`config.mk`:
```
export PLATFORM = sky130hd
export DESIGN_NAME = dbg_serial_port
export DESIGN_NICKNAME = d
export VERILOG_FILES = /design/src/rtl/dbgsp_pkg.sv /design/src/rtl/dbgsp_sync.sv /design/src/rtl/dbgsp_shift.sv /design/src/rtl/dbg_serial_port.sv
export SDC_FILE = /design/constraint.sdc
export NUM_CORES = 1
export LEC_CHECK = 0
export BUFFER_PORTS_ARGS = -buffer_cell sky130_fd_sc_hd__buf_2
export CAP_MARGIN = 20
export CORE_AREA = 2 2 94 96
export CTS_CLUSTER_DIAMETER = 120
export DETAILED_ROUTE_END_ITERATION = 16
export DIE_AREA = 0 0 96 98
export PLACE_DENSITY = 0.67
export SLEW_MARGIN = 15
export SYNTH_ARGS = -nofsm -noshare
export SYNTH_HDL_FRONTEND = slang
export SYNTH_SLANG_ARGS = --single-unit
```
`constraint.sdc`:
```
create_clock -name clk -period 2.2 [get_ports clk]
set_input_delay 0.33 -clock clk [delete_from_list [all_inputs] [get_ports clk]]
set_output_delay 0.33 -clock clk [all_outputs]
set_load 0.02 [all_outputs]
```
`src/rtl/dbgsp_pkg.sv`:
```
package dbgsp_pkg;
    localparam int PKT_W = 17;
    localparam int PAY_W = PKT_W - 1;
    localparam int CNT_W = $clog2(PKT_W);

    typedef logic [PKT_W-1:0] pkt_t;

    typedef struct packed {
        logic             flag;
        logic [PAY_W-1:0] payload;
    } pkt_s;

    typedef enum logic {
        LVL_LOW  = 1'b0,
        LVL_HIGH = 1'b1
    } lvl_e;

    function automatic pkt_t not_ready_word();
        pkt_s w;
        w.flag    = 1'b1;
        w.payload = '0;
        return pkt_t'(w);
    endfunction
endpackage

```
`src/rtl/dbgsp_sync.sv`:
```
module dbgsp_sync
    import dbgsp_pkg::*;
#(
    parameter int STAGES = 2
) (
    input  logic clk,
    input  logic rst,
    input  logic sclk_a,
    input  logic din_a,
    output logic rise_o,
    output logic din_o
);
    localparam int TOP = STAGES - 1;

    logic [TOP:0] sclk_pipe;
    logic [TOP:0] din_pipe;
    logic         sclk_prev;
    lvl_e         lvl_q;
    logic         agree;
    logic         lvl_hi;

    generate
        if (STAGES == 1) begin : g_one
            always_ff @(posedge clk) begin
                if (rst) begin
                    sclk_pipe <= '0;
                    din_pipe  <= '0;
                end else begin
                    sclk_pipe <= sclk_a;
                    din_pipe  <= din_a;
                end
            end
        end else begin : g_many
            always_ff @(posedge clk) begin
                if (rst) begin
                    sclk_pipe <= '0;
                    din_pipe  <= '0;
                end else begin
                    sclk_pipe <= {sclk_pipe[TOP-1:0], sclk_a};
                    din_pipe  <= {din_pipe[TOP-1:0], din_a};
                end
            end
        end
    endgenerate

    assign agree  = (sclk_pipe[TOP] == sclk_prev);
    assign lvl_hi = (lvl_q == LVL_HIGH);

    always_ff @(posedge clk) begin
        if (rst) begin
            sclk_prev <= 1'b0;
            lvl_q     <= LVL_LOW;
        end else begin
            sclk_prev <= sclk_pipe[TOP];
            if (agree) lvl_q <= lvl_e'(sclk_pipe[TOP]);
        end
    end

    assign rise_o = agree && sclk_pipe[TOP] && !lvl_hi;
    assign din_o  = din_pipe[TOP];

    // the accepted level turns high only after two agreeing samples
    assert_two_sample_rise_R1: assert property (@(posedge clk) disable iff (rst)
        $rose(lvl_hi) |-> ($past(sclk_pipe[TOP]) && $past(sclk_pipe[TOP], 2)));

    assert_two_sample_fall_R1: assert property (@(posedge clk) disable iff (rst)
        $fell(lvl_hi) |-> (!$past(sclk_pipe[TOP]) && !$past(sclk_pipe[TOP], 2)));
endmodule

```
`src/rtl/dbgsp_shift.sv`:
```
module dbgsp_shift
    import dbgsp_pkg::*;
(
    input  logic clk,
    input  logic rst,
    input  logic rise_i,
    input  logic din_i,
    input  logic tx_load_i,
    input  pkt_t tx_data_i,
    output logic dout_o,
    output logic rx_valid_o,
    output pkt_t rx_data_o
);
    localparam int LAST = PKT_W - 1;
    localparam logic [CNT_W-1:0] CNT_LAST = CNT_W'(LAST);

    logic [CNT_W-1:0] cnt_q;
    pkt_t             rx_sr;
    pkt_t             tx_sr;
    pkt_t             resp_q;
    logic             resp_full;
    logic             dout_q;
    logic             rx_valid_q;
    pkt_t             rx_data_q;
    pkt_t             start_word;
    logic             at_start;

    assign at_start   = (cnt_q == '0);
    assign start_word = resp_full ? resp_q : not_ready_word();

    always_ff @(posedge clk) begin
        if (rst) begin
            cnt_q      <= '0;
            rx_sr      <= '0;
            tx_sr      <= '0;
            resp_q     <= '0;
            resp_full  <= 1'b0;
            dout_q     <= 1'b0;
            rx_valid_q <= 1'b0;
            rx_data_q  <= '0;
        end else begin
            rx_valid_q <= 1'b0;
            if (rise_i) begin
                rx_sr <= {rx_sr[PKT_W-2:0], din_i};
                if (at_start) begin
                    dout_q    <= start_word[LAST];
                    tx_sr     <= {start_word[PKT_W-2:0], 1'b0};
                    resp_full <= 1'b0;
                end else begin
                    dout_q <= tx_sr[LAST];
                    tx_sr  <= {tx_sr[PKT_W-2:0], 1'b0};
                end
                if (cnt_q == CNT_LAST) begin
                    cnt_q      <= '0;
                    rx_valid_q <= 1'b1;
                    rx_data_q  <= {rx_sr[PKT_W-2:0], din_i};
                end else begin
                    cnt_q <= cnt_q + 1'b1;
                end
            end
            // a load in the same cycle as a first rise wins and waits for the next packet
            if (tx_load_i) begin
                resp_q    <= tx_data_i;
                resp_full <= 1'b1;
            end
        end
    end

    assign dout_o     = dout_q;
    assign rx_valid_o = rx_valid_q;
    assign rx_data_o  = rx_data_q;

    // the output bit only moves right after an accepted rise
    assert_dout_on_rise_R4: assert property (@(posedge clk) disable iff (rst)
        !$stable(dout_q) |-> $past(rise_i));

    // strobe lasts a single cycle
    assert_rx_pulse_R3: assert property (@(posedge clk) disable iff (rst)
        rx_valid_q |=> !rx_valid_q);

    // strobe follows the last rise of a packet
    assert_rx_after_last_R3: assert property (@(posedge clk) disable iff (rst)
        rx_valid_q |-> ($past(rise_i) && ($past(cnt_q) == CNT_LAST)));

    // counter stays within one packet
    assert_cnt_range_R3: assert property (@(posedge clk) disable iff (rst)
        cnt_q <= CNT_LAST);

    // a pending response is consumed at the start of a packet
    assert_resp_used_R6: assert property (@(posedge clk) disable iff (rst)
        (rise_i && at_start && !tx_load_i) |=> !resp_full);
endmodule

```
`src/rtl/dbg_serial_port.sv`:
```
module dbg_serial_port
    import dbgsp_pkg::*;
#(
    parameter int SYNC_STAGES = 2
) (
    input  logic             clk,
    input  logic             rst,
    input  logic             ser_clk_i,
    input  logic             ser_din_i,
    output logic             ser_dout_o,
    input  logic             tx_load_i,
    input  logic [PKT_W-1:0] tx_data_i,
    output logic             rx_valid_o,
    output logic [PKT_W-1:0] rx_data_o
);
    logic rise;
    logic din_s;

    dbgsp_sync #(.STAGES(SYNC_STAGES)) u_sync (
        .clk    (clk),
        .rst    (rst),
        .sclk_a (ser_clk_i),
        .din_a  (ser_din_i),
        .rise_o (rise),
        .din_o  (din_s)
    );

    dbgsp_shift u_shift (
        .clk        (clk),
        .rst        (rst),
        .rise_i     (rise),
        .din_i      (din_s),
        .tx_load_i  (tx_load_i),
        .tx_data_i  (tx_data_i),
        .dout_o     (ser_dout_o),
        .rx_valid_o (rx_valid_o),
        .rx_data_o  (rx_data_o)
    );
endmodule

```
==> flow_summary.html, run 1 <==
<table>
<tr><th>Metric</th><th>Value</th></tr>
<tr><th colspan="2">Pwr</th></tr>
<tr><td>Register share of total power</td><td>53.3%</td></tr>
<tr><td>Net switching power</td><td>0.580 mW</td></tr>
<tr><td>Total internal power</td><td>2.23 mW</td></tr>
<tr><td>Power per unit of standard cell area</td><td>745 nW/µm²</td></tr>
<tr><td>Proportion of power drawn by combinational gates</td><td>4.3%</td></tr>
<tr><td>Sw Share</td><td>20.7%</td></tr>
<tr><td>Clock share of power</td><td>42.4%</td></tr>
<tr><td>Static Leakage</td><td>1.38 nW</td></tr>
<tr><td>Maximum vdd drop</td><td>0.447 mV</td></tr>
<tr><th colspan="2">GRT</th></tr>
<tr><td>Top Usage Layer GRT</td><td>met2</td></tr>
<tr><td>Met2 track demand over resource</td><td>22.5%</td></tr>
<tr><td>Pin count of the biggest net entering global routing</td><td>50</td></tr>
<tr><td>Vias in the first global route</td><td>2361</td></tr>
<tr><td>Global routing usage on met1</td><td>17.3%</td></tr>
<tr><td>Total global routing overflow</td><td>0</td></tr>
<tr><td>First-pass GRT wire length</td><td>10500 µm</td></tr>
<tr><td>Met3 Use GR</td><td>4.63%</td></tr>
<tr><td>GR Util All Layers</td><td>13.7%</td></tr>
<tr><td>Number of antenna violations at the first check in global routing</td><td>0</td></tr>
<tr><th colspan="2">Yosys</th></tr>
<tr><td>Ys Warns</td><td>0</td></tr>
<tr><td>Number of standard cells after synthesis</td><td>346</td></tr>
<tr><td>Synthesized flop and latch total</td><td>80</td></tr>
<tr><td>Net Count, Synth</td><td>371</td></tr>
<tr><td>Share of the synthesized area in the top cell type</td><td>48.9%</td></tr>
<tr><td>Most area-hungry cell type in the Yosys netlist</td><td>sky130_fd_sc_hd__dfxtp_1</td></tr>
<tr><td>Average footprint of a synthesized cell</td><td>9.46 µm²</td></tr>
<tr><td>Post-synth design cell area</td><td>3270 µm²</td></tr>
<tr><td>Largest cells by area after synthesis</td><td>sky130_fd_sc_hd__dfxtp_1 (49%), sky130_fd_sc_hd__mux2i_1 (11%), sky130_fd_sc_hd__nand2b_1 (6.9%), sky130_fd_sc_hd__nand2_1 (6.0%), sky130_fd_sc_hd__a2111oi_2 (4.1%)</td></tr>
<tr><td>Proportion of synthesized chip area in sequential cells</td><td>48.9%</td></tr>
<tr><td>Distinct cells, synth</td><td>31</td></tr>
<tr><th colspan="2">Worst setup path</th></tr>
<tr><td>Maximum fanout encountered on the critical timing path</td><td>7</td></tr>
<tr><td>Kind of end point of the critical path</td><td>flip-flop</td></tr>
<tr><td>CP required</td><td>2410 ps</td></tr>
<tr><td>Startpoint Class</td><td>flip-flop</td></tr>
<tr><td>Arrival time worst endpoint</td><td>1910 ps</td></tr>
<tr><td>Startpoint-to-endpoint class of the critical path</td><td>reg -&gt; reg</td></tr>
<tr><th colspan="2">Die</th></tr>
<tr><td>Effective utilization at floorplan</td><td>38.7%</td></tr>
<tr><td>IO Pins</td><td>41</td></tr>
<tr><td>Die outline width</td><td>96 µm</td></tr>
<tr><td>Core box area</td><td>8470 µm²</td></tr>
<tr><td>Chip Height</td><td>98 µm</td></tr>
<tr><td>Area of the die</td><td>9410 µm²</td></tr>
<tr><td># rows</td><td>34</td></tr>
<tr><th colspan="2">Run</th></tr>
<tr><td>Maximum Capacitance Violations</td><td>0</td></tr>
<tr><th colspan="2">Min path</th></tr>
<tr><td>Worst min-delay path category</td><td>in -&gt; reg</td></tr>
<tr><th colspan="2">Route</th></tr>
<tr><td>Iteration-0 DRC Markers</td><td>96</td></tr>
<tr><td>Remaining antenna violation count after routing</td><td>0</td></tr>
<tr><td>Via count</td><td>2393</td></tr>
<tr><td>Drt via density</td><td>4.85</td></tr>
<tr><td>Wire length reported by the detailed router</td><td>5910 µm</td></tr>
<tr><td>Iteration count of the initial detailed-routing pass</td><td>4</td></tr>
<tr><td>Post-detailed-route DRC marker count</td><td>0</td></tr>
<tr><td>Drt wl/cell</td><td>12.0 µm</td></tr>
<tr><th colspan="2">Placement</th></tr>
<tr><td>Placed instance count</td><td>478</td></tr>
<tr><td>Post-DP HPWL</td><td>3810 µm</td></tr>
<tr><td>Final estimated routing congestion in global placement</td><td>0.717</td></tr>
<tr><td>Port-buffer cells</td><td>40</td></tr>
<tr><th colspan="2">Clocking</th></tr>
<tr><td>Gates resized, CTS repair</td><td>0</td></tr>
<tr><td>Hold_buf cts</td><td>0</td></tr>
<tr><td>Setup repair bufs after CTS</td><td>0</td></tr>
<tr><td>CTS buffer count</td><td>9</td></tr>
<tr><td>CTS H-Tree Depth</td><td>3</td></tr>
<tr><td>Clock Tree Buf Depth</td><td>2</td></tr>
<tr><td>CTS tree</td><td>done</td></tr>
<tr><td>Clock edge transition at the registers on the reported setup and hold paths</td><td>80 ps</td></tr>
<tr><td>Clock insertion delay at the later pin of the skew report</td><td>340 ps</td></tr>
<tr><td>Buffer type at the clock tree root</td><td>sky130_fd_sc_hd__clkbuf_8</td></tr>
<tr><td>Clock net sink count</td><td>80</td></tr>
<tr><th colspan="2">STA</th></tr>
<tr><td>Count of endpoints failing hold in the final timing report</td><td>0</td></tr>
<tr><td>Maximum clock skew at final layout</td><td>5.51 ps</td></tr>
<tr><td>Final Critical Period</td><td>1700 ps</td></tr>
<tr><td>Setup repair after global routing missed its margin</td><td>false</td></tr>
<tr><td>Worst Max-Slew Pin Slew</td><td>729 ps</td></tr>
<tr><td>Fin crit share</td><td>77.3%</td></tr>
<tr><td>Final hold slack</td><td>202 ps</td></tr>
<tr><td>Number of slew-limit violations in the final report</td><td>0</td></tr>
<tr><td>Final number of setup-violating endpoints</td><td>0</td></tr>
<tr><td>Summed negative setup slack over all endpoints</td><td>0 ps</td></tr>
<tr><td>Slew HR</td><td>51.4%</td></tr>
<tr><td>Highest attainable clock frequency</td><td>588 MHz</td></tr>
<tr><th colspan="2">Final layout</th></tr>
<tr><td>Most frequent cells in the layout</td><td>sky130_fd_sc_hd__dfxtp_1 (80), sky130_fd_sc_hd__nand2_1 (52), sky130_fd_sc_hd__buf_2 (40), sky130_fd_sc_hd__nand2b_1 (36), sky130_fd_sc_hd__mux2i_1 (35)</td></tr>
<tr><td>Final cell count without fillers</td><td>493</td></tr>
<tr><td>Relative area change from synthesis to final layout</td><td>15.1%</td></tr>
<tr><td>Number of fillers in the final layout</td><td>829</td></tr>
<tr><td>Antenna fix cells</td><td>0</td></tr>
<tr><td>Most frequent standard cell in the layout excluding fill and tap cells</td><td>sky130_fd_sc_hd__dfxtp_1</td></tr>
<tr><td>Share of post-route cells with drive strength above 1</td><td>20.5%</td></tr>
<tr><td># nets final</td><td>406</td></tr>
<tr><td>Core occupancy in the finished layout</td><td>44.5%</td></tr>
<tr><th colspan="2">Status</th></tr>
<tr><td>Run status</td><td>finished, final reports clean</td></tr>
</table>
-- path summary, 6_finish.rpt --
path                       start                   to  slack [ps]  depth (start not counted)
min reg2reg  u_sync.sclk_pipe[0]  u_sync.sclk_pipe[1]         440                          1
max             u_shift.cnt_q[0]     u_shift.tx_sr[2]         500                          6
max reg2reg     u_shift.cnt_q[0]     u_shift.tx_sr[2]         500                          6
min                    ser_din_i   u_sync.din_pipe[0]         200                          2
-- flip-flops by register name, summed over array words and instances (netlist names) --
register / count
u_shift.cnt_q: 5
u_shift.rx_valid_o: 1
u_shift.dout_o: 1
u_shift.resp_full: 1
u_sync.lvl_hi: 1
u_sync.sclk_pipe: 2
u_shift.rx_data_o: 17
u_shift.resp_q: 17
u_shift.rx_sr: 16
u_sync.din_pipe: 2
u_shift.tx_sr: 16
u_sync.sclk_prev: 1
-- power by group through the flow --
stage               Combinational, mW  Clock [mW]  Sequential [mW]
floorplan                      0.0949           0             1.52
global placement                0.119           0             1.53
detailed placement              0.122           0             1.53
CTS                             0.123        1.24             1.50
global route                    0.135        1.29             1.50
finish                          0.120        1.19             1.50
-- cell families after synthesis --
group	share of synthesized area [%]
simple gates	23.4
flops	48.9
compound gates	10.2
mux	10.7
buf+inv	5.01
fa+ha+maj	1.15
xor+xnor	0.535
-- final cells by class --
cell class	instances	area (µm²)	area share, %
multi-input combinational	235	1510	40.1
clock inverter	3	65.1	1.73
timing repair buffer	52	290	7.70
inverter	3	11.3	0.299
tap	108	135	3.59
clock buffer	12	155	4.12
sequential	80	1600	42.5
-- through the flow --
| step | setup slack [ps] | total power [mW] | area, µm² |
|---|---|---|---|
| after global placement | 646 | 1.65 | 3550 |
| after global routing | 360 | 2.92 | 3770 |
| after floorplan | 638 | 1.61 | 3270 |
| after detailed placement | 570 | 1.65 | 3550 |
| after CTS | 453 | 2.85 | 3770 |
| final | 498 | 2.81 | 3770 |
-- cells in the mapped netlist (all sizes together) --
cell	count
or3	2
o21bai	1
a21oi	18
and2	1
inv	3
xor2	1
nand2	52
o21ai	2
a2111oi	15
nand3	1
nor3	18
o22ai	1
nor4	1
nor4b	1
xnor2	1
mux2i	35
dfxtp	80
a211oi	3
clkbuf	14
buf	14
nor2	33
nand2b	36
nand4	1
ha	3
nand3b	1
nor2b	8
-- worst max-delay path, stage by stage, from the launching register on --
cell and delay (ps):
sky130_fd_sc_hd__dfxtp_1 390, sky130_fd_sc_hd__inv_1 70, sky130_fd_sc_hd__ha_1 220, sky130_fd_sc_hd__nor4b_4 140
sky130_fd_sc_hd__and2_1 180, sky130_fd_sc_hd__buf_4 170, sky130_fd_sc_hd__a2111oi_1 390
-- metal layers --
metal,part of all wire [%],vias to the layer above
met2,47,43
li1,-,1232
met1,48,1110
met5,0,-
met4,0.78,0
met3,4.2,8
Power figures use the tool's default switching activity.
==> inputs of run 2 (changes only) <==
==> constraint.sdc (replaced) <==
create_clock -name clk -period 1.8 [get_ports clk]
set_input_delay 0.27 -clock clk [delete_from_list [all_inputs] [get_ports clk]]
set_output_delay 0.27 -clock clk [all_outputs]
set_load 0.02 [all_outputs]
==> flow_summary.html, run 2 (same netlist as run 1, synthesis figures left out) <==
<table>
<tr><th>Metric</th><th>Value</th></tr>
<tr><th colspan="2">STA</th></tr>
<tr><td>Number of slew-limit violations in the final report</td><td>0</td></tr>
<tr><td>Count of endpoints failing hold in the final timing report</td><td>0</td></tr>
<tr><td>Final Critical Period</td><td>1640 ps</td></tr>
<tr><td>Final hold slack</td><td>131 ps</td></tr>
<tr><td>Highest attainable clock frequency</td><td>610 MHz</td></tr>
<tr><td>Worst Max-Slew Pin Slew</td><td>535 ps</td></tr>
<tr><td>Summed negative setup slack over all endpoints</td><td>0 ps</td></tr>
<tr><td>Slew HR</td><td>64.3%</td></tr>
<tr><td>Final number of setup-violating endpoints</td><td>0</td></tr>
<tr><td>Setup repair after global routing missed its margin</td><td>false</td></tr>
<tr><td>Fin crit share</td><td>91.1%</td></tr>
<tr><td>Maximum clock skew at final layout</td><td>8.81 ps</td></tr>
<tr><th colspan="2">Clocking</th></tr>
<tr><td>Hold_buf cts</td><td>0</td></tr>
<tr><td>Gates resized, CTS repair</td><td>0</td></tr>
<tr><td>Clock edge transition at the registers on the reported setup and hold paths</td><td>80 ps</td></tr>
<tr><td>Clock Tree Buf Depth</td><td>2</td></tr>
<tr><td>Clock insertion delay at the later pin of the skew report</td><td>350 ps</td></tr>
<tr><td>Setup repair bufs after CTS</td><td>0</td></tr>
<tr><td>CTS tree</td><td>done</td></tr>
<tr><td>Buffer type at the clock tree root</td><td>sky130_fd_sc_hd__clkbuf_8</td></tr>
<tr><td>Clock net sink count</td><td>80</td></tr>
<tr><td>CTS H-Tree Depth</td><td>3</td></tr>
<tr><td>CTS buffer count</td><td>9</td></tr>
<tr><th colspan="2">Worst setup path</th></tr>
<tr><td>Kind of end point of the critical path</td><td>flip-flop</td></tr>
<tr><td>Depth of the most critical reg-to-reg path</td><td>6</td></tr>
<tr><td>Worst reg2reg path startpoint</td><td>u_shift.cnt_q[0]</td></tr>
<tr><td>Startpoint-to-endpoint class of the critical path</td><td>reg -&gt; reg</td></tr>
<tr><td>Cell chain of the critical path</td><td>inv_1 &gt; ha_1 &gt; nor4b_4 &gt; and2_1 &gt; buf_12 &gt; a2111oi_0</td></tr>
<tr><td>Slowest stage delay, CP</td><td>410 ps</td></tr>
<tr><td>CP required</td><td>2030 ps</td></tr>
<tr><td>Reg2reg end</td><td>u_shift.tx_sr[4]</td></tr>
<tr><td>Critical path buffers and inverters</td><td>2</td></tr>
<tr><td>Register-to-Register Setup Slack</td><td>160 ps</td></tr>
<tr><td>Slowest stage cell, crit path</td><td>sky130_fd_sc_hd__dfxtp_1</td></tr>
<tr><td>Startpoint Class</td><td>flip-flop</td></tr>
<tr><td>Maximum fanout encountered on the critical timing path</td><td>17</td></tr>
<tr><td>Cell family with most CP delay</td><td>flip-flops</td></tr>
<tr><td>Arrival time worst endpoint</td><td>1870 ps</td></tr>
<tr><th colspan="2">Pwr</th></tr>
<tr><td>Power per unit of standard cell area</td><td>879 nW/µm²</td></tr>
<tr><td>Maximum vdd drop</td><td>0.503 mV</td></tr>
<tr><td>Power after layout</td><td>3.34 mW</td></tr>
<tr><td>Static Leakage</td><td>1.37 nW</td></tr>
<tr><th colspan="2">Route</th></tr>
<tr><td>Iteration count of the initial detailed-routing pass</td><td>4</td></tr>
<tr><td>Post-detailed-route DRC marker count</td><td>0</td></tr>
<tr><td>Via count</td><td>2400</td></tr>
<tr><td>Iteration-0 DRC Markers</td><td>47</td></tr>
<tr><td>Remaining antenna violation count after routing</td><td>0</td></tr>
<tr><td>Drt via density</td><td>4.87</td></tr>
<tr><td>Drt wl/cell</td><td>12.2 µm</td></tr>
<tr><td>Wire length reported by the detailed router</td><td>6000 µm</td></tr>
<tr><th colspan="2">Final layout</th></tr>
<tr><td>Relative area change from synthesis to final layout</td><td>15.9%</td></tr>
<tr><td>Most frequent cells in the layout</td><td>sky130_fd_sc_hd__dfxtp_1 (80), sky130_fd_sc_hd__nand2_1 (52), sky130_fd_sc_hd__buf_2 (40), sky130_fd_sc_hd__nand2b_1 (36), sky130_fd_sc_hd__mux2i_1 (35)</td></tr>
<tr><td>Antenna fix cells</td><td>0</td></tr>
<tr><td>Final cell count without fillers</td><td>493</td></tr>
<tr><td>Number of fillers in the final layout</td><td>851</td></tr>
<tr><td>Share of post-route cells with drive strength above 1</td><td>20.8%</td></tr>
<tr><td># nets final</td><td>405</td></tr>
<tr><td>Most frequent standard cell in the layout excluding fill and tap cells</td><td>sky130_fd_sc_hd__dfxtp_1</td></tr>
<tr><th colspan="2">GRT</th></tr>
<tr><td>GR Util All Layers</td><td>13.9%</td></tr>
<tr><td>Total global routing overflow</td><td>0</td></tr>
<tr><td>Pin count of the biggest net entering global routing</td><td>52</td></tr>
<tr><td>Vias in the first global route</td><td>2428</td></tr>
<tr><td>First-pass GRT wire length</td><td>10500 µm</td></tr>
<tr><td>Number of antenna violations at the first check in global routing</td><td>0</td></tr>
<tr><th colspan="2">Run</th></tr>
<tr><td>Maximum Capacitance Violations</td><td>0</td></tr>
<tr><th colspan="2">Die</th></tr>
<tr><td>Effective utilization at floorplan</td><td>38.7%</td></tr>
<tr><td>Die outline width</td><td>96 µm</td></tr>
<tr><td>Core box area</td><td>8470 µm²</td></tr>
<tr><td>Chip Height</td><td>98 µm</td></tr>
<tr><td>Area of the die</td><td>9410 µm²</td></tr>
<tr><td># rows</td><td>34</td></tr>
<tr><td>IO Pins</td><td>41</td></tr>
<tr><th colspan="2">Min path</th></tr>
<tr><td>Hold Path Origin</td><td>ser_din_i</td></tr>
<tr><td>Terminating pin of the worst hold path</td><td>u_sync.din_pipe[0]</td></tr>
<tr><td>Worst min-delay path category</td><td>in -&gt; reg</td></tr>
<tr><td>Hold Path Depth</td><td>2</td></tr>
<tr><th colspan="2">Placement</th></tr>
<tr><td>Port-buffer cells</td><td>40</td></tr>
<tr><td>Post-DP HPWL</td><td>3890 µm</td></tr>
<tr><td>Final estimated routing congestion in global placement</td><td>0.733</td></tr>
<tr><td>Placed instance count</td><td>477</td></tr>
<tr><th colspan="2">Status</th></tr>
<tr><td>Run status</td><td>finished, final reports clean</td></tr>
</table>
[run 2: changes by cell type in the layout (fill, tap and decap cells not counted), sizes merged]
cell | before | now
buf | 52 | 51
bufinv | 2 | 1
clkbuf | 12 | 9
clkinvlp | 0 | 2
inv | 3 | 6
[run 2: cell type report]
class	instances	area, µm²	share of cell area, %
flip-flops and latches	80	1600	42.2
inverters	3	11.3	0.297
repair buffers	51	333	8.77
clock buffers	9	124	3.26
clock inverters	7	78.8	2.08
multi-input cells	235	1510	39.8
well taps	108	135	3.56
[run 2: report_power, final]
group,internal (mW),switching (mW),total [mW]
Clock,0.657,0.698,1.36
Combinational,0.0771,0.0876,0.165
Sequential,1.80,0.0155,1.82
Total,2.54,0.802,3.34
[run 2: per-stage QoR]
step | setup slack, ps | utilization [%] | instance area [µm²]
6_report | 160 | 44.8 | 3790
4_1_cts | 155 | 44.8 | 3790
5_1_grt | 17.7 | 44.8 | 3790
3_3_place_gp | 268 | 42.4 | 3590
2_1_floorplan | 238 | - | 3270
3_5_place_dp | 171 | 42.4 | 3590
[run 2: worst max-delay path by stage]
stage | startpoint | depth (start not counted) | endpoint
3_5_place_dp | u_shift.cnt_q[0] | 6 | u_shift.tx_sr[4]
5_1_grt | u_shift.cnt_q[0] | 6 | u_shift.tx_sr[4]
2_1_floorplan | u_shift.cnt_q[0] | 7 | u_shift.tx_sr[10]
6_report | u_shift.cnt_q[0] | 6 | u_shift.tx_sr[4]
4_1_cts | u_shift.cnt_q[0] | 6 | u_shift.tx_sr[4]
3_3_place_gp | u_shift.cnt_q[0] | 6 | u_shift.tx_sr[15]
[run 2: layer usage]
layer	GRT usage [%]	vias to the layer above	routed length (µm)
li1	-	1234	-
met4	3.74	0	46
met3	5.40	4	249
met1	16.7	1116	2900
met5	0	-	0
met2	23.1	46	2800
==> inputs of run 3 (changes only) <==
--- a/config.mk
+++ b/config.mk
@@ -11,6 +11,7 @@
 export CTS_CLUSTER_DIAMETER = 120
 export DETAILED_ROUTE_END_ITERATION = 16
 export DIE_AREA = 0 0 96 98
+export GPL_TIMING_DRIVEN = 0
 export PLACE_DENSITY = 0.67
 export SLEW_MARGIN = 15
 export SYNTH_ARGS = -nofsm -noshare
==> flow_summary.html, run 3 (same netlist as run 1, synthesis figures left out) <==
<table>
<tr><th>Metric</th><th>Value</th></tr>
<tr><th colspan="2">Die</th></tr>
<tr><td>IO Pins</td><td>41</td></tr>
<tr><td>Die outline width</td><td>96 µm</td></tr>
<tr><td>Chip Height</td><td>98 µm</td></tr>
<tr><td># rows</td><td>34</td></tr>
<tr><td>Effective utilization at floorplan</td><td>38.7%</td></tr>
<tr><td>Core box area</td><td>8470 µm²</td></tr>
<tr><td>Area of the die</td><td>9410 µm²</td></tr>
<tr><th colspan="2">STA</th></tr>
<tr><td>Summed negative setup slack over all endpoints</td><td>0 ps</td></tr>
<tr><td>Maximum clock skew at final layout</td><td>5.71 ps</td></tr>
<tr><td>Number of slew-limit violations in the final report</td><td>0</td></tr>
<tr><td>Highest attainable clock frequency</td><td>570 MHz</td></tr>
<tr><td>Fin crit share</td><td>97.5%</td></tr>
<tr><td>Count of endpoints failing hold in the final timing report</td><td>0</td></tr>
<tr><td>Final Critical Period</td><td>1760 ps</td></tr>
<tr><td>Final number of setup-violating endpoints</td><td>0</td></tr>
<tr><td>Slew HR</td><td>42.4%</td></tr>
<tr><td>Worst Max-Slew Pin Slew</td><td>864 ps</td></tr>
<tr><th colspan="2">Clocking</th></tr>
<tr><td>CTS H-Tree Depth</td><td>3</td></tr>
<tr><td>Clock net sink count</td><td>80</td></tr>
<tr><td>Buffer type at the clock tree root</td><td>sky130_fd_sc_hd__clkbuf_8</td></tr>
<tr><td>Clock insertion delay at the later pin of the skew report</td><td>350 ps</td></tr>
<tr><td>Clock edge transition at the registers on the reported setup and hold paths</td><td>70 ps</td></tr>
<tr><td>CTS tree</td><td>done</td></tr>
<tr><td>Hold_buf cts</td><td>0</td></tr>
<tr><td>CTS buffer count</td><td>9</td></tr>
<tr><td>Clock Tree Buf Depth</td><td>2</td></tr>
<tr><th colspan="2">Final layout</th></tr>
<tr><td>Most frequent standard cell in the layout excluding fill and tap cells</td><td>sky130_fd_sc_hd__dfxtp_1</td></tr>
<tr><td>Share of post-route cells with drive strength above 1</td><td>21.5%</td></tr>
<tr><td>Number of fillers in the final layout</td><td>801</td></tr>
<tr><td># nets final</td><td>425</td></tr>
<tr><td>Most frequent cells in the layout</td><td>sky130_fd_sc_hd__dfxtp_1 (78), sky130_fd_sc_hd__nand2_1 (52), sky130_fd_sc_hd__buf_2 (43), sky130_fd_sc_hd__nand2b_1 (36), sky130_fd_sc_hd__mux2i_1 (35)</td></tr>
<tr><td>Relative area change from synthesis to final layout</td><td>20.9%</td></tr>
<tr><td>Antenna fix cells</td><td>0</td></tr>
<tr><td>Final cell count without fillers</td><td>513</td></tr>
<tr><th colspan="2">Worst setup path</th></tr>
<tr><td>Startpoint-to-endpoint class of the critical path</td><td>reg -&gt; reg</td></tr>
<tr><td>Slowest stage cell, crit path</td><td>sky130_fd_sc_hd__dfxtp_4</td></tr>
<tr><td>Reg2reg end</td><td>u_shift.tx_sr[12]</td></tr>
<tr><td>Depth of the most critical reg-to-reg path</td><td>8</td></tr>
<tr><td>Maximum fanout encountered on the critical timing path</td><td>10</td></tr>
<tr><td>Startpoint Class</td><td>flip-flop</td></tr>
<tr><td>Register-to-Register Setup Slack</td><td>40 ps</td></tr>
<tr><td>CP required</td><td>2050 ps</td></tr>
<tr><td>Arrival time worst endpoint</td><td>2000 ps</td></tr>
<tr><td>Worst reg2reg path startpoint</td><td>u_shift.cnt_q[0]</td></tr>
<tr><td>Slowest stage delay, CP</td><td>360 ps</td></tr>
<tr><td>Cell chain of the critical path</td><td>inv_1 &gt; ha_1 &gt; nor4b_4 &gt; buf_4 &gt; and2_1 &gt; buf_6 &gt; buf_12 &gt; a2111oi_4</td></tr>
<tr><td>Kind of end point of the critical path</td><td>flip-flop</td></tr>
<tr><th colspan="2">Pwr</th></tr>
<tr><td>Static Leakage</td><td>1.44 nW</td></tr>
<tr><td>Maximum vdd drop</td><td>0.680 mV</td></tr>
<tr><td>Power per unit of standard cell area</td><td>886 nW/µm²</td></tr>
<tr><th colspan="2">Min path</th></tr>
<tr><td>Hold Path Depth</td><td>2</td></tr>
<tr><td>Terminating pin of the worst hold path</td><td>u_sync.sclk_pipe[0]</td></tr>
<tr><td>Hold Path Origin</td><td>ser_clk_i</td></tr>
<tr><td>Worst min-delay path category</td><td>in -&gt; reg</td></tr>
<tr><th colspan="2">Route</th></tr>
<tr><td>Iteration-0 DRC Markers</td><td>64</td></tr>
<tr><td>Remaining antenna violation count after routing</td><td>0</td></tr>
<tr><td>Post-detailed-route DRC marker count</td><td>0</td></tr>
<tr><td>Via count</td><td>2507</td></tr>
<tr><td>Wire length reported by the detailed router</td><td>6720 µm</td></tr>
<tr><td>Drt via density</td><td>4.89</td></tr>
<tr><td>Iteration count of the initial detailed-routing pass</td><td>4</td></tr>
<tr><td>Drt wl/cell</td><td>13.1 µm</td></tr>
<tr><th colspan="2">Placement</th></tr>
<tr><td>Placed instance count</td><td>492</td></tr>
<tr><td>Port-buffer cells</td><td>38</td></tr>
<tr><td>Post-DP HPWL</td><td>4600 µm</td></tr>
<tr><td>Final estimated routing congestion in global placement</td><td>0.741</td></tr>
<tr><th colspan="2">GRT</th></tr>
<tr><td>Total global routing overflow</td><td>0</td></tr>
<tr><td>Vias in the first global route</td><td>2506</td></tr>
<tr><td>Number of antenna violations at the first check in global routing</td><td>0</td></tr>
<tr><td>GR Util All Layers</td><td>15.3%</td></tr>
<tr><td>First-pass GRT wire length</td><td>11400 µm</td></tr>
<tr><td>Pin count of the biggest net entering global routing</td><td>13</td></tr>
<tr><th colspan="2">Status</th></tr>
<tr><td>Run status</td><td>finished, final reports clean</td></tr>
<tr><th colspan="2">Run</th></tr>
<tr><td>Maximum Capacitance Violations</td><td>0</td></tr>
</table>
## run 3: cell count changes in the layout (fill, tap and decap cells not counted), sizes merged
cell	before	now
clkinvlp	2	0
clkbuf	9	31
clkinv	1	0
bufinv	1	2
inv	6	3
buf	51	54
## run 3: worst max-delay path, delay by kind of cell (launching register included)
| family | cells | cell delay, ps |
|---|---|---|
| compound gates | 1 | 290 |
| fa+ha+maj | 1 | 200 |
| buf+inv | 4 | 500 |
| flops | 1 | 360 |
| simple gates | 2 | 290 |
## run 3: power breakdown
part	switching [mW]	internal (mW)
logic	0.0976	0.0746
clock network	0.621	0.897
registers	0.0171	1.80
## run 3: final cells by class
| cell class | instances | area [µm²] | area share (%) |
|---|---|---|---|
| buffer | 28 | 171 | 4.33 |
| clock buffer | 14 | 173 | 4.36 |
| clock inverter | 2 | 60.1 | 1.52 |
| inverter | 3 | 11.3 | 0.285 |
| multi-input combinational | 235 | 1570 | 39.7 |
| sequential | 80 | 1610 | 40.6 |
| tap | 108 | 135 | 3.42 |
| timing repair buffer | 43 | 228 | 5.76 |
## run 3: through the flow
stage	hold WS, ps	power [mW]	util, %	setup WS (ps)	area (µm²)
4_1_cts	125	3.53	45.6	0.408	3860
6_report	129	3.51	46.7	44.3	3960
3_5_place_dp	426	2.03	42.5	1.23	3600
2_1_floorplan	398	1.97	-	238	3270
5_1_grt	124	3.62	46.7	-29.1	3960
3_3_place_gp	421	2.02	42.5	41.4	3600
## run 3: worst max path at each step
stage                             start  slack [ps]  cells past startpoint                   end
floorplan              u_shift.cnt_q[0]         240                      7     u_shift.tx_sr[10]
global placement       u_shift.cnt_q[0]          40                      7      u_shift.tx_sr[9]
detailed placement  u_sync.sclk_pipe[1]           1                      6  u_shift.rx_data_o[9]
CTS                    u_shift.cnt_q[1]         0.4                      8      u_shift.tx_sr[9]
global route           u_shift.cnt_q[0]         -30                      8     u_shift.tx_sr[12]
finish                 u_shift.cnt_q[0]          40                      8     u_shift.tx_sr[12]
## run 3: metal layers
| metal | up-vias | track usage [%] | part of all wire, % |
|---|---|---|---|
| met5 | - | 0 | 0 |
| met4 | 0 | 3.63 | 1.2 |
| met3 | 9 | 5.17 | 4.6 |
| met2 | 46 | 25.1 | 47 |
| met1 | 1182 | 19.3 | 47 |
| li1 | 1270 | - | - |
## run 3: repair_timing
| item | 4_1_cts | 5_1_grt |
|---|---|---|
| pin swaps | 0 | 1 |
| setup buffers | 3 | 3 |
| gates resized for setup | 2 | 18 |
| setup endpoints to repair | 4 | 38 |
